--- config.mk ---
export PLATFORM = sky130hd
export DESIGN_NAME = exc_entry_ctrl
export DESIGN_NICKNAME = d
export VERILOG_FILES = /design/src/rtl/exc_entry_pkg.sv /design/src/rtl/exc_arbiter.sv /design/src/rtl/exc_retaddr.sv /design/src/rtl/exc_sr_update.sv /design/src/rtl/exc_entry_ctrl.sv
export SDC_FILE = /design/constraint.sdc
export NUM_CORES = 1
export LEC_CHECK = 0
export BUFFER_PORTS_ARGS = -buffer_cell sky130_fd_sc_hd__buf_2
export CAP_MARGIN = 20
export CORE_MARGIN = 1
export CORE_UTILIZATION = 31
export DETAILED_ROUTE_END_ITERATION = 7
export GPL_TIMING_DRIVEN = 0
export PLACE_DENSITY = 0.57
export SETUP_SLACK_MARGIN = 0.05
export SYNTH_ARGS = -nofsm -noshare
export SYNTH_HDL_FRONTEND = slang
export SYNTH_SLANG_ARGS = --single-unit
export TNS_END_PERCENT = 100
--- constraint.sdc ---
create_clock -name clk -period 4.85 [get_ports clk]
set_input_delay 0.2425 -clock clk [delete_from_list [all_inputs] [get_ports clk]]
set_output_delay 0.2425 -clock clk [all_outputs]
set_load 0.005 [all_outputs]
--- src/rtl/exc_entry_pkg.sv ---
package exc_entry_pkg;

    localparam int CAUSE_W     = 5;
    localparam int INSN_BYTES  = 4;

    // Status register bit positions
    localparam int SR_SM  = 0;
    localparam int SR_TEE = 1;
    localparam int SR_IEE = 2;
    localparam int SR_DME = 5;
    localparam int SR_IME = 6;
    localparam int SR_DSX = 13;

    typedef enum logic [1:0] {
        SRC_NONE = 2'd0,
        SRC_SYNC = 2'd1,
        SRC_TICK = 2'd2,
        SRC_EXT  = 2'd3
    } src_e;

    typedef struct packed {
        logic               take;
        logic               bad;
        src_e               src;
        logic [CAUSE_W-1:0] cause;
    } grant_t;

    function automatic logic cause_ok(input logic [CAUSE_W-1:0] c, input int limit);
        logic [CAUSE_W:0] lim;
        lim = (CAUSE_W+1)'(limit);
        return (c != '0) && ({1'b0, c} < lim);
    endfunction

endpackage

--- src/rtl/exc_arbiter.sv ---
module exc_arbiter
    import exc_entry_pkg::*;
#(
    parameter int NUM_CAUSES = 14,
    parameter int TICK_CAUSE = 5,
    parameter int EXT_CAUSE  = 8
) (
    input  logic               clk,
    input  logic               rst,
    input  logic               exc_req,
    input  logic [CAUSE_W-1:0] exc_cause,
    input  logic               irq_ext,
    input  logic               irq_tick,
    input  logic               iee,
    input  logic               tee,
    output grant_t             grant
);
    localparam logic [CAUSE_W-1:0] TICK_C = CAUSE_W'(TICK_CAUSE);
    localparam logic [CAUSE_W-1:0] EXT_C  = CAUSE_W'(EXT_CAUSE);

    logic tick_ok, ext_ok;

    assign tick_ok = irq_tick && tee;
    assign ext_ok  = irq_ext && iee;

    always_comb begin
        grant = '{take: 1'b0, bad: 1'b0, src: SRC_NONE, cause: '0};
        if (exc_req) begin
            if (cause_ok(exc_cause, NUM_CAUSES)) begin
                grant.take  = 1'b1;
                grant.src   = SRC_SYNC;
                grant.cause = exc_cause;
            end else begin
                grant.bad = 1'b1;
            end
        end else if (tick_ok) begin
            grant.take  = 1'b1;
            grant.src   = SRC_TICK;
            grant.cause = TICK_C;
        end else if (ext_ok) begin
            grant.take  = 1'b1;
            grant.src   = SRC_EXT;
            grant.cause = EXT_C;
        end
    end

    // external source only granted while enabled
    a_r2_ext_gated: assert property (@(posedge clk) disable iff (rst)
        (grant.src == SRC_EXT) |-> (iee && irq_ext));

    // tick source only granted while enabled
    a_r3_tick_gated: assert property (@(posedge clk) disable iff (rst)
        (grant.src == SRC_TICK) |-> (tee && irq_tick));

    // tick beats external
    a_r4_tick_over_ext: assert property (@(posedge clk) disable iff (rst)
        (!exc_req && irq_tick && tee && irq_ext && iee) |-> (grant.src == SRC_TICK));

    // synchronous request served first
    a_r5_sync_first: assert property (@(posedge clk) disable iff (rst)
        exc_req |-> (grant.src == SRC_SYNC || grant.bad));

endmodule

--- src/rtl/exc_retaddr.sv ---
module exc_retaddr
    import exc_entry_pkg::*;
#(
    parameter int XLEN = 32
) (
    input  logic [XLEN-1:0] pc,
    input  logic            in_dslot,
    input  logic            is_syscall,
    output logic [XLEN-1:0] epcr_next
);
    localparam logic [XLEN-1:0] STEP = XLEN'(INSN_BYTES);

    logic [XLEN-1:0] back, fwd;

    assign back      = in_dslot   ? STEP : '0;
    assign fwd       = is_syscall ? STEP : '0;
    assign epcr_next = pc - back + fwd;

endmodule

--- src/rtl/exc_sr_update.sv ---
module exc_sr_update
    import exc_entry_pkg::*;
#(
    parameter int XLEN      = 32,
    parameter int VEC_SHIFT = 8
) (
    input  logic [XLEN-1:0]    sr,
    input  logic               in_dslot,
    input  logic [CAUSE_W-1:0] cause,
    output logic [XLEN-1:0]    sr_next,
    output logic [XLEN-1:0]    vector
);
    always_comb begin
        sr_next         = sr;
        sr_next[SR_SM]  = 1'b1;
        sr_next[SR_TEE] = 1'b0;
        sr_next[SR_IEE] = 1'b0;
        sr_next[SR_DME] = 1'b0;
        sr_next[SR_IME] = 1'b0;
        if (in_dslot) sr_next[SR_DSX] = 1'b1;
    end

    assign vector = XLEN'(cause) << VEC_SHIFT;

endmodule

--- src/rtl/exc_entry_ctrl.sv ---
module exc_entry_ctrl
    import exc_entry_pkg::*;
#(
    parameter int              XLEN          = 32,
    parameter int              NUM_CAUSES    = 14,
    parameter int              VEC_SHIFT     = 8,
    parameter int              TICK_CAUSE    = 5,
    parameter int              EXT_CAUSE     = 8,
    parameter int              SYSCALL_CAUSE = 12,
    parameter logic [XLEN-1:0] SR_RESET      = XLEN'(1)
) (
    input  logic               clk,
    input  logic               rst,
    input  logic [XLEN-1:0]    pc_i,
    input  logic               in_dslot_i,
    input  logic               exc_req_i,
    input  logic [CAUSE_W-1:0] exc_cause_i,
    input  logic               irq_ext_i,
    input  logic               irq_tick_i,
    input  logic               sr_we_i,
    input  logic [XLEN-1:0]    sr_wdata_i,
    output logic               take_o,
    output logic [XLEN-1:0]    new_pc_o,
    output logic               tlb_flush_o,
    output logic               dslot_clr_o,
    output logic [XLEN-1:0]    epcr_o,
    output logic [XLEN-1:0]    esr_o,
    output logic [XLEN-1:0]    sr_o,
    output logic               cause_err_o
);
    localparam logic [CAUSE_W-1:0] SYSCALL_C = CAUSE_W'(SYSCALL_CAUSE);

    logic [XLEN-1:0] sr_q, epcr_q, esr_q, vec_q;
    logic            take_q, flush_q, dclr_q, err_q;

    grant_t          grant;
    logic            is_syscall;
    logic [XLEN-1:0] epcr_nx, sr_nx, vec_nx;

    exc_arbiter #(
        .NUM_CAUSES (NUM_CAUSES),
        .TICK_CAUSE (TICK_CAUSE),
        .EXT_CAUSE  (EXT_CAUSE)
    ) u_arb (
        .clk       (clk),
        .rst       (rst),
        .exc_req   (exc_req_i),
        .exc_cause (exc_cause_i),
        .irq_ext   (irq_ext_i),
        .irq_tick  (irq_tick_i),
        .iee       (sr_q[SR_IEE]),
        .tee       (sr_q[SR_TEE]),
        .grant     (grant)
    );

    assign is_syscall = (grant.src == SRC_SYNC) && (grant.cause == SYSCALL_C);

    exc_retaddr #(.XLEN(XLEN)) u_ret (
        .pc         (pc_i),
        .in_dslot   (in_dslot_i),
        .is_syscall (is_syscall),
        .epcr_next  (epcr_nx)
    );

    exc_sr_update #(.XLEN(XLEN), .VEC_SHIFT(VEC_SHIFT)) u_sr (
        .sr       (sr_q),
        .in_dslot (in_dslot_i),
        .cause    (grant.cause),
        .sr_next  (sr_nx),
        .vector   (vec_nx)
    );

    always_ff @(posedge clk) begin
        if (rst) begin
            sr_q    <= SR_RESET;
            epcr_q  <= '0;
            esr_q   <= '0;
            vec_q   <= '0;
            take_q  <= 1'b0;
            flush_q <= 1'b0;
            dclr_q  <= 1'b0;
            err_q   <= 1'b0;
        end else begin
            take_q  <= grant.take;
            flush_q <= grant.take;
            dclr_q  <= grant.take && in_dslot_i;
            err_q   <= err_q | grant.bad;
            if (grant.take) begin
                epcr_q <= epcr_nx;
                esr_q  <= sr_q;
                sr_q   <= sr_nx;
                vec_q  <= vec_nx;
            end else if (sr_we_i) begin
                sr_q <= sr_wdata_i;
            end
        end
    end

    assign take_o      = take_q;
    assign new_pc_o    = vec_q;
    assign tlb_flush_o = flush_q;
    assign dslot_clr_o = dclr_q;
    assign epcr_o      = epcr_q;
    assign esr_o       = esr_q;
    assign sr_o        = sr_q;
    assign cause_err_o = err_q;

    // saved status equals status before the entry
    a_r9_esr_copy: assert property (@(posedge clk) disable iff (rst)
        grant.take |=> (esr_q == $past(sr_q)));

    // status after entry is supervisor with enables off
    a_r10_sr_entry: assert property (@(posedge clk) disable iff (rst)
        take_q |-> (sr_q[SR_SM] && !sr_q[SR_IEE] && !sr_q[SR_TEE]
                    && !sr_q[SR_DME] && !sr_q[SR_IME]));

    // vector is aligned to the vector spacing
    a_r11_vec_aligned: assert property (@(posedge clk) disable iff (rst)
        take_q |-> (vec_q[VEC_SHIFT-1:0] == '0 && vec_q != '0));

    // flush never appears without an entry
    a_r12_flush_take: assert property (@(posedge clk) disable iff (rst)
        flush_q |-> take_q);

    // error flag is sticky, refused request does not enter
    a_r13_err_sticky: assert property (@(posedge clk) disable iff (rst)
        err_q |=> err_q);
    a_r13_bad_no_take: assert property (@(posedge clk) disable iff (rst)
        grant.bad |=> (!take_q && $stable(sr_q) && $stable(epcr_q)));

endmodule

==> reports/results.ini <==
[synth]
synth-main-ff-cell = dfxtp_1
yosys_warnings = 0
postSynthCellCount = 733
synth_cell_types = 63
seq_area_frac_synth = 0.372
yosys.area_share.xor_xnor = 0.0281
synthMuxAreaShare = 0.00893
yosys.area_share.simple = 0.199
synth_top_area_share = 0.372
netlist_area_um2 = 5600
ys_seq_elements = 104
syn_area_per_cell_um2 = 7.65
synth_compound_area_frac = 0.228
synth_top_family_by_area = compound AO/OA/AOI/OAI gates
yosys-top-cells-area = dfxtp_1, nand2_1, a21oi_1, ha_1, buf_4
async_flop_share = 0
synth_edf_count = 0
synth_top_cell_by_area = dfxtp_1
synthAdderAreaFrac = 0.0706

[power]
powerDensity_nw_per_um2 = 304
p_clk_frac = 0.334
combPwrFrac = 0.234
intPower_mw = 1.48
power_mw = 2.18
leakage_nw = 3.45
p_switching_uw = 700
ir_worst_vdd_mv = 0.159
sequentialPowerShare = 0.432
p_sw_frac = 0.321

[finish]
mostFrequentLayoutCell = buf_2
antennaDiodeCount = 0
multi_input_area_um2 = 3100
final_cell_mix = buf_2, nand2_1, a21oi_1
seqCellArea_um2 = 2080
fin_nets = 1055
area_delta_synth_final_pct = 27.8
drive_above_1_share = 0.244
fillers = 1862

[route]
post_drt_wl_per_cell_um = 15.0
wl_mm = 17.7
vias = 5680
dr.pass1.iters = 4
final_antenna_net_count = 0
detail_route.iter0.violations = 287
viasPerCell = 4.82
drcViolationCount = 0

[timing]
rsz0062_at_grt = false
finalCritPeriodShare = 0.880
max_freq_ghz = 0.234
maxSlewHeadroom = 0.335
setup_viol = 0
drv_slew = 0
fin_crit_ns = 4.27
finalWorstSetupSlack_ns = 0.580
final.setup.tns_ns = 0
clock_skew_ns = 0.00830
worstMarginPinSlew_ns = 0.984
hold_viol_final = 0

[die]
start_util = 0.321
die_h_um = 136
die_w_um = 136
core_area_um2 = 17500
dieArea_um2 = 18600
pin_count = 208
rows = 48

[placement]
place_ws_ns = 0.246
hpwl_mm = 13.7
gp_congestion = 0.913
io_buffer_count = 178

[grt]
grt_usage = 0.187
grt_start_max_net_pins = 20
grt_overflow = 0
grt_pass1_vias = 5031
grt_first_pass_wirelength_mm = 26.7
antenna_found_initial = 0

[setup_path]
arrival_ns = 4.52
worst_setup_path_start_kind = primary input
setup.worst_path.class = in2reg
crit_required_ns = 5.10
crit_fanout = 5
worstSetupEndpointType = flop

[outcome]
status = finished clean

[clock_tree]
cts_tree = done
cts_resized = 0
path_clk_slew_ns = 0.08
post-cts-setup-buffers = 0
postCtsHoldBufs = 0
cts.sinks = 104
root_buffer = clkbuf_16
cts_buffer_depth = 2
cts.htree.levels = 3
clk-insertion-delay-late_ns = 0.36
numCtsBuffers = 9

[flow_run]
cap_violations = 0

[min_path]
min-delay-path-class = in2reg

==> cell families after synthesis <==
group	after synthesis
multiplexers	5
flip-flops	104
AO/OA/AOI/OAI	203
AND/OR/NAND/NOR	263
buffers and inverters	108
XOR/XNOR	18
other	1
adder cells (fa/ha/maj)	31
==> registers in the layout, summed over array words and instances (netlist names) <==
signal / flops
new_pc_o: 5
epcr_o: 32
tlb_flush_o: 1
cause_err_o: 1
sr_o: 32
dslot_clr_o: 1
esr_o: 32
==> critical path, cell delays in order <==
cell      delay (ns)
buf_2           0.13
and3_1          0.18
nor4b_1         0.84
a32oi_1         0.22
nand4b_1        0.28
fa_1            0.52
inv_1           0.05
ha_1            0.30
nor2_1          0.06
o31ai_1         0.37
a21oi_1         0.24
a221o_1         0.44
a31oi_4         0.21
o21ai_1         0.10
a311o_1         0.31
==> layer usage <==
metal  track usage  vias up  share of wire  wire length [um]
li1              -     2893              -                 -
met1         0.234     2600           0.45              8030
met2         0.319      171           0.47              8230
met3        0.0373       16          0.065              1150
met4        0.0611        0          0.015               265
met5             0        -              0                 0
==> final cells by class <==
| type | instances | share of cell area |
|---|---|---|
| timing repair buffer | 178 | 0.124 |
| clock inverter | 7 | 0.00891 |
| clock buffer | 9 | 0.0314 |
| sequential | 104 | 0.291 |
| buffer | 68 | 0.0521 |
| multi-input combinational | 547 | 0.432 |
| tap | 225 | 0.0393 |
| inverter | 40 | 0.0210 |
==> stage by stage <==
| step | cells | util | cell area, um^2 | hold slack (ns) |
|---|---|---|---|---|
| finish | 1178 | 0.410 | 7160 | 0.105 |
| global route | 1178 | 0.410 | 7160 | 0.102 |
| CTS | 1178 | 0.410 | 7160 | 0.0892 |
| detailed placement | 1162 | 0.393 | 6870 | 0.438 |
| global placement | 1162 | 0.393 | 6870 | 0.436 |
| floorplan | 759 | - | 5700 | 0.371 |
==> power by group through the flow <==
stage	Sequential [mW]	Clock (mW)	Combinational [mW]
after floorplan	0.962	0	0.317
after global placement	0.961	0	0.509
after detailed placement	0.961	0	0.509
after CTS	0.942	0.743	0.513
after global routing	0.948	0.780	0.566
final	0.941	0.727	0.510
==> synth_stat cells, drive strengths merged, types with 4 or more instances <==
master	count
a211oi	4
a21boi	4
a21o	15
a21oi	106
and3	6
buf	36
clkbuf	32
dfxtp	104
ha	30
inv	39
mux2i	5
nand2	170
nand3	18
nand4	5
nor2	32
nor3	13
o211ai	4
o21a	9
o21ai	20
o21bai	4
o31ai	7
or3	6
xnor2	10
xor2	8
==> final timing paths <==
path	start	end	slack (ns)	depth (start not counted)
worst max-delay path	exc_cause_i[2]	epcr_o[28]	0.58	15
worst min-delay path	sr_wdata_i[0]	sr_o[0]	0.10	3
worst max register to register	sr_o[1]	epcr_o[28]	1.12	13
worst min register to register	cause_err_o	cause_err_o	0.45	2
Power figures use the tool's default switching activity.
